## src/rtl/pxfmt_pkg.sv

```systemverilog
`timescale 1ns/1ps
package pxfmt_pkg;
    localparam int WORD_W = 64;
    localparam int BYTE_W = 8;
    localparam int HALF_W = 16;
    localparam int SGL_W  = 32;
    localparam int OPC_W  = 9;
    localparam int CTL_W  = 8;
    localparam int SC_H_W = 4;   // scale width for halfword lanes
    localparam int SC_W_W = 5;   // scale width for word lanes
    localparam int SC_LSB = 3;   // scale field starts here in the control byte

    typedef enum logic [OPC_W-1:0] {
        OPC_PACK_H   = 9'h03b,
        OPC_PACK_W   = 9'h03a,
        OPC_PACK_FIX = 9'h03d,
        OPC_EXPAND   = 9'h04d,
        OPC_MERGE    = 9'h04b
    } opc_e;

    typedef enum logic {
        ST_IDLE    = 1'b0,
        ST_PRESENT = 1'b1
    } ostate_e;
endpackage

```

## src/rtl/pxfmt_sat_lane.sv

```systemverilog
`timescale 1ns/1ps
module pxfmt_sat_lane #(
    parameter int IN_W       = 16,
    parameter int SC_W       = 4,
    parameter int SH         = 7,
    parameter int OUT_W      = 8,
    parameter bit SIGNED_OUT = 1'b0
) (
    input  logic [IN_W-1:0]  lane_in,
    input  logic [SC_W-1:0]  scale,
    output logic [OUT_W-1:0] lane_out
);
    // Wide enough that a left shift by the largest scale keeps every bit.
    localparam int WIDE_W = IN_W + (1 << SC_W);
    localparam logic signed [WIDE_W-1:0] ONE = 1;

    logic signed [WIDE_W-1:0] ext;
    logic signed [WIDE_W-1:0] scaled;
    logic signed [WIDE_W-1:0] shifted;

    assign ext     = {{(WIDE_W-IN_W){lane_in[IN_W-1]}}, lane_in};
    assign scaled  = ext <<< scale;
    assign shifted = scaled >>> SH;

    generate
        if (SIGNED_OUT) begin : g_signed
            localparam logic signed [WIDE_W-1:0] MAXV = (ONE <<< (OUT_W-1)) - ONE;
            localparam logic signed [WIDE_W-1:0] MINV = -(ONE <<< (OUT_W-1));
            assign lane_out = (shifted > MAXV) ? MAXV[OUT_W-1:0] :
                              (shifted < MINV) ? MINV[OUT_W-1:0] :
                                                 shifted[OUT_W-1:0];
        end else begin : g_unsigned
            localparam logic signed [WIDE_W-1:0] MAXV = (ONE <<< OUT_W) - ONE;
            assign lane_out = (shifted > MAXV)    ? MAXV[OUT_W-1:0] :
                              (shifted < 'sd0)    ? '0 :
                                                    shifted[OUT_W-1:0];
        end
    endgenerate
endmodule

```

## src/rtl/pxfmt_pack.sv

```systemverilog
`timescale 1ns/1ps
module pxfmt_pack
    import pxfmt_pkg::*;
(
    input  logic [WORD_W-1:0] src_b,
    input  logic [WORD_W-1:0] dst_old,
    input  logic [SC_H_W-1:0] scale_h,
    input  logic [SC_W_W-1:0] scale_w,
    output logic [WORD_W-1:0] pk_half,
    output logic [WORD_W-1:0] pk_word,
    output logic [WORD_W-1:0] pk_fix
);
    localparam int NH = WORD_W / HALF_W;
    localparam int NW = WORD_W / SGL_W;

    genvar i;
    generate
        for (i = 0; i < NH; i++) begin : g_half
            logic [BYTE_W-1:0] b;
            pxfmt_sat_lane #(.IN_W(HALF_W), .SC_W(SC_H_W), .SH(7),
                             .OUT_W(BYTE_W), .SIGNED_OUT(1'b0)) u_lane (
                .lane_in (src_b[HALF_W*i +: HALF_W]),
                .scale   (scale_h),
                .lane_out(b)
            );
            assign pk_half[BYTE_W*i +: BYTE_W] = b;
        end
        assign pk_half[WORD_W-1:NH*BYTE_W] = '0;

        for (i = 0; i < NW; i++) begin : g_word
            logic [BYTE_W-1:0]  b;
            logic [HALF_W-1:0]  h;
            pxfmt_sat_lane #(.IN_W(SGL_W), .SC_W(SC_W_W), .SH(23),
                             .OUT_W(BYTE_W), .SIGNED_OUT(1'b0)) u_lane_w (
                .lane_in (src_b[SGL_W*i +: SGL_W]),
                .scale   (scale_w),
                .lane_out(b)
            );
            pxfmt_sat_lane #(.IN_W(SGL_W), .SC_W(SC_W_W), .SH(16),
                             .OUT_W(HALF_W), .SIGNED_OUT(1'b1)) u_lane_f (
                .lane_in (src_b[SGL_W*i +: SGL_W]),
                .scale   (scale_w),
                .lane_out(h)
            );
            // old destination moves up one byte inside each word; the
            // byte that would cross in from below is replaced by the lane
            assign pk_word[SGL_W*i +: SGL_W] = {dst_old[SGL_W*i +: SGL_W-BYTE_W], b};
            assign pk_fix[HALF_W*i +: HALF_W] = h;
        end
        assign pk_fix[WORD_W-1:NW*HALF_W] = '0;
    endgenerate

    logic unused_dst;
    assign unused_dst = ^{dst_old[31:24], dst_old[63:56]};
endmodule

```

## src/rtl/pxfmt_spread.sv

```systemverilog
`timescale 1ns/1ps
module pxfmt_spread
    import pxfmt_pkg::*;
(
    input  logic [SGL_W-1:0]  lo_a,
    input  logic [SGL_W-1:0]  lo_b,
    output logic [WORD_W-1:0] expanded,
    output logic [WORD_W-1:0] merged
);
    localparam int NB  = SGL_W / BYTE_W;
    localparam int PAD = (HALF_W - BYTE_W) / 2;

    genvar i;
    generate
        for (i = 0; i < NB; i++) begin : g_byte
            assign expanded[HALF_W*i +: HALF_W] =
                {{PAD{1'b0}}, lo_b[BYTE_W*i +: BYTE_W], {PAD{1'b0}}};
            assign merged[HALF_W*i +: HALF_W] =
                {lo_a[BYTE_W*i +: BYTE_W], lo_b[BYTE_W*i +: BYTE_W]};
        end
    endgenerate
endmodule

```

## src/rtl/pxfmt_unit.sv

```systemverilog
`timescale 1ns/1ps
module pxfmt_unit
    import pxfmt_pkg::*;
(
    input  logic              clk,
    input  logic              rst,
    input  logic              in_valid,
    input  logic [OPC_W-1:0]  op,
    input  logic [WORD_W-1:0] src_a,
    input  logic [WORD_W-1:0] src_b,
    input  logic [WORD_W-1:0] dst_old,
    input  logic [CTL_W-1:0]  fmt_ctl,
    output logic [WORD_W-1:0] result,
    output logic              out_valid,
    output logic              out_illegal
);
    ostate_e           state_q;
    logic [WORD_W-1:0] res_q;
    logic              ill_q;
    logic [WORD_W-1:0] nxt_res;
    logic              nxt_ill;

    logic [WORD_W-1:0] pk_half, pk_word, pk_fix, expanded, merged;

    pxfmt_pack u_pack (
        .src_b  (src_b),
        .dst_old(dst_old),
        .scale_h(fmt_ctl[SC_LSB +: SC_H_W]),
        .scale_w(fmt_ctl[SC_LSB +: SC_W_W]),
        .pk_half(pk_half),
        .pk_word(pk_word),
        .pk_fix (pk_fix)
    );

    pxfmt_spread u_spread (
        .lo_a    (src_a[SGL_W-1:0]),
        .lo_b    (src_b[SGL_W-1:0]),
        .expanded(expanded),
        .merged  (merged)
    );

    always_comb begin
        nxt_res = '0;
        nxt_ill = 1'b0;
        unique case (op)
            OPC_PACK_H:   nxt_res = pk_half;
            OPC_PACK_W:   nxt_res = pk_word;
            OPC_PACK_FIX: nxt_res = pk_fix;
            OPC_EXPAND:   nxt_res = expanded;
            OPC_MERGE:    nxt_res = merged;
            default:      nxt_ill = 1'b1;
        endcase
    end

    // state register
    always_ff @(posedge clk) begin
        if (rst) begin
            state_q <= ST_IDLE;
        end else begin
            unique case (state_q)
                ST_IDLE:    state_q <= in_valid ? ST_PRESENT : ST_IDLE;
                ST_PRESENT: state_q <= in_valid ? ST_PRESENT : ST_IDLE;
                default:    state_q <= ST_IDLE;
            endcase
        end
    end

    // output registers
    always_ff @(posedge clk) begin
        if (rst) begin
            res_q <= '0;
            ill_q <= 1'b0;
        end else if (in_valid) begin
            res_q <= nxt_res;
            ill_q <= nxt_ill;
        end
    end

    assign result      = res_q;
    assign out_illegal = ill_q;
    assign out_valid   = (state_q == ST_PRESENT);

    logic unused_bits;
    assign unused_bits = ^{src_a[WORD_W-1:SGL_W], fmt_ctl[SC_LSB-1:0]};
endmodule

```

## config.mk

```make
export PLATFORM = sky130hd
export DESIGN_NAME = pxfmt_unit
export DESIGN_NICKNAME = d
export VERILOG_FILES = /design/src/rtl/pxfmt_pkg.sv /design/src/rtl/pxfmt_sat_lane.sv /design/src/rtl/pxfmt_pack.sv /design/src/rtl/pxfmt_spread.sv /design/src/rtl/pxfmt_unit.sv
export SDC_FILE = /design/constraint.sdc
export NUM_CORES = 1
export LEC_CHECK = 0
export ABC_AREA = 1
export CORE_UTILIZATION = 60
export DETAILED_ROUTE_END_ITERATION = 8
export DONT_BUFFER_PORTS = 1
export GPL_TIMING_DRIVEN = 1
export PLACE_DENSITY = 0.89
export SLEW_MARGIN = 5
export SYNTH_ARGS = -nofsm -noshare
export SYNTH_HDL_FRONTEND = slang
export SYNTH_SLANG_ARGS = --single-unit
```

## constraint.sdc

```tcl
create_clock -name clk -period 2.3 [get_ports clk]
set_clock_uncertainty 0.1 [all_clocks]
set_input_delay 0.345 -clock clk [delete_from_list [all_inputs] [get_ports clk]]
set_output_delay 0.345 -clock clk [all_outputs]
set_load 0.01 [all_outputs]
```

==> results of run 1 <==
[per-stage QoR]
step                hold WS [ps]  util [%]  setup TNS [ps]  cells  worst slack [ps]
floorplan                    390         -           -1460   1950             -67.9
global placement             313      71.3          -13070   2263              -395
detailed placement           315      71.3          -14850   2263              -441
CTS                        -26.3      75.2               0   2306              5.02
[repair_timing]
action / 4_1_cts
pin swaps: 5
cloned: 1
endpoints found under the setup margin: 34
hold endpoints to repair: 64
hold buffers: 24
buffers inserted: 2
gates resized for setup: 21
[logic make-up after synthesis]
family                 count (synthesis)  share of synthesized area [%]
buffers and inverters                215                           10.6
AO/OA/AOI/OAI                        260                           15.7
flip-flops                            66                           13.4
AND/OR/NAND/NOR                     1409                           60.3
[metal layers]
metal  GRT usage, %  GRT overflow
met5           30.3             1
met4           74.2            14
met3           61.7             2
met2           93.6            29
met1           77.8             2
[synthesized netlist by cell type, types with 10 or more instances]
master,count,area [um2]
o21ai_1,23,115
nand3_1,285,1430
o211ai_1,15,113
dfxtp_1,66,1320
a21oi_1,88,440
buf_2,44,220
inv_1,75,282
o21ai_0,68,340
a21oi_2,10,87.6
buf_6,18,203
nor2_1,89,334
nand4_1,26,163
nand2_2,13,81.3
nand2_1,941,3530
buf_1,14,52.6
a22o_1,12,105
clkbuf_1,45,169
a31oi_1,10,62.6
and2_1,15,93.8
==> impl_metrics.ini, run 1 <==
[outcome]
haltStage = global routing (5_1_grt)
firstError = [ERROR GRT-0232] Routing congestion too high. Check the congestion heatmap in the GUI.
status = aborted with a tool error

[yosys]
ys_ff_latch = 66
syn_area_per_cell_um2 = 5.04
syn_area_um2 = 9820
synth_cells = 1950
ys.flop_type = dfxtp_1
syn_nets = 2162
ys_warn_count = 0
async_flop_share_pct = 0
synth_edf_count = 0
ys_types = 51
synth-seq-area-share_pct = 13.4

[clocking]
htreeDepth = 3
root_buffer = clkbuf_16
cts-buffers-inserted = 9
cts_sinks = 66
clk_path_buf_depth = 2

[placement]
dpl_cell_area_um2 = 11400
io_buffers = 0
gp_congestion = 1.16
dpl.hpwl_um = 32900

[global_routing]
grt.overflow.total = 48
grt_max_degree = 93
grt_use_total_pct = 76.9

[floorplan]
die_width_um = 130
ioPinCount = 278
die_h_um = 130
start_util_pct = 61.6
rows = 46
==> run 2, diff against run 1 <==
- CORE_UTILIZATION: 60 -> 40
- PLACE_DENSITY: 0.89 -> not set
- PLACE_DENSITY_LB_ADDON: not set -> 0.15
- clock period: 2.3 -> 3 ns (I/O delays scaled with it)
==> impl_metrics.ini, run 2 <==
[outcome]
status = complete, no violations

[timing]
tightest_slew_ps = 660
setup_viol = 0
slew_viol_final = 0
grt_setup_unrepaired = false
relSlewSlack_pct = 55.6
period_minus_slack_ps = 2670
min_period_over_period_pct = 89.0
fmax_mhz = 375
timing.setup.tns_ps = 0
hold_viol = 0

[worst_setup_path]
crit_buf_inv = 3
path_common_cell = nand2_1
slowest_stage = inv_2
crit_family = simple AND/OR/NAND/NOR gates
critPathKind = in -> reg
path_max_fanout = 72
crit_required_ps = 3140
r2r_start = result[58]
crit_path_cell_trace = inv_2 > buf_12 > nand3_1 > nand3_1 > nand2_1 > nand2_1 > nand3_1 > nor2_1 > nand3_1 > nor2_1 > nand3_1 > nand2_2 > buf_12 > nand2_1 > nand2_1 > nand2_1 > nand2_1 > a21oi_2
cpPeakStageDelay_ps = 260
critPathLaunchType = input port
crit_path_end_kind = register
critPathLaunch = fmt_ctl[5]
arrival_ps = 2800

[global_routing]
grt_use_total_pct = 32.2
antenna_found_initial = 0
grt_pass1_vias = 11500
grt.overflow.total = 0
grt_max_degree = 93
grt_first_pass_wirelength_um = 65000

[cells_and_area]
layout_common_cells = nand2_1 (941), nand3_1 (285), nor2_1 (89)
nets = 2106
ff_latch_area_um2 = 1320
utilization_pct = 44.1
area_growth_pct = 6.56
stdcell_area_um2 = 10500
antennaDiodeCount = 0
multi_input_area_um2 = 7460
largest_register_ffs = 64
fin_cells = 2218
fill_cells = 2730
final_common_cell = nand2_1
drive_gt1_share_pct = 7.06

[drt]
dr.max_layer_used = met4
vias = 12800
drt-pass1-iter-count = 6
wl_met2_um = 18100
vias_per_cell = 5.76
route.antenna.remaining_nets = 0
wirelength_um = 41800
avgRoutedWirePerCell_um = 18.8
drt_iter0_drc = 1721
dr_wl_met3_um = 3710
drcViolationCount = 0
met1Wirelength_um = 19200

[placement]
dpl.hpwl_um = 32700
gp_congestion = 0.975
dp.cells = 2202
dpl_cell_area_um2 = 10100
io_buffers = 0

[clocking]
cts_tree = yes
cts_sinks = 66
root_buffer = clkbuf_16
clk_path_buf_depth = 2
clk_latency_ps = 340
htreeDepth = 3
cts-buffers-inserted = 9
post-cts-setup-buffers = 0
clk_pin_slew_ps = 60
postCtsResizedCells = 0
ctsHoldBuffers = 0

[pwr]
leakage_nw = 4.90
ir_worst_vdd_uv = 222
powerDensity_nw_per_um2 = 316

[floorplan]
die_width_um = 159
dieArea_um2 = 25200
core_um2 = 23800
die_h_um = 159
rows = 56
ioPinCount = 278
start_util_pct = 41.4

[min_path]
min-delay-start = rst
hold_class = in -> reg

[yosys]
synth-seq-area-share_pct = 13.4
syn_nets = 2162
synth_area_leaders = nand2_1 (36%), nand3_1 (15%), dfxtp_1 (13%)
synth_xor_area_share_pct = 0
synth_edf_count = 0
synth_cells = 1950
synth_top_area_share_pct = 36.0
synth_top_family_by_area = simple AND/OR/NAND/NOR gates
ys_warn_count = 0
yosysTopAreaCell = nand2_1
synth_common_cells = nand2_1 (941), nand3_1 (285), nor2_1 (89), a21oi_1 (88), inv_1 (75)
synthAdderAreaFrac_pct = 0
synth.most_common_cell = nand2_1
ys_ff_latch = 66
synth.mux.area_fraction_pct = 0
ys_types = 51
synth_compound_area_share_pct = 15.7
syn_area_per_cell_um2 = 5.04
ys.flop_type = dfxtp_1
async_flop_share_pct = 0
yosys.area_share.simple_pct = 60.3
syn_area_um2 = 9820

[run]
drv_cap = 0
[run 2: path summary, 6_finish.rpt]
check / end / slack (ps) / cells after the start
worst min-delay path: result[44] / 70 / 1
worst max register to register: result[58] / 2160 / 2
worst max-delay path: result[24] / 330 / 18
worst min register to register: result[34] / 400 / 2
[run 2: layer usage]
layer / vias to the layer above / track usage [%]
li1: 6269 / -
met1: 5840 / 46.3
met2: 609 / 50.0
met3: 55 / 4.52
met4: 0 / 7.94
met5: - / 0
[run 2: layout make-up]
class	count	share of cell area, %
clock inverters	6	0.861
inverters	86	3.16
repair buffers	62	6.00
flip-flops and latches	66	12.6
well taps	319	3.81
multi-input cells	1669	71.3
clock buffers	10	2.28
[run 2: report_power, final]
part	leakage (nW)	total [mW]	internal, mW	switching, mW
sequential	0.532	0.882	0.879	0.00319
clock	0.159	1.20	0.752	0.444
combinational	4.21	1.23	0.408	0.817
total	4.90	3.30	2.04	1.26
[run 2: cells by family after synthesis]
family / Yosys count
AOI/OAI and AO/OA: 260
buffers and inverters: 215
DFF: 66
and+or+nand+nor: 1409
[run 2: through the flow]
stage | hold WS (ps) | power [mW] | setup WS (ps)
floorplan | 390 | 1.86 | 486
global placement | 391 | 2.10 | 112
detailed placement | 396 | 2.10 | 128
CTS | 59.7 | 3.29 | 478
global route | 60.3 | 3.48 | 118
finish | 70.4 | 3.30 | 331
[run 2: worst reg2reg max path, stage by stage, from the launching register on]
cell	delay (ps)
dfxtp_1	400
nand2_1	80
a21oi_1	190
No activity file was read; power rests on OpenSTA's default activity.
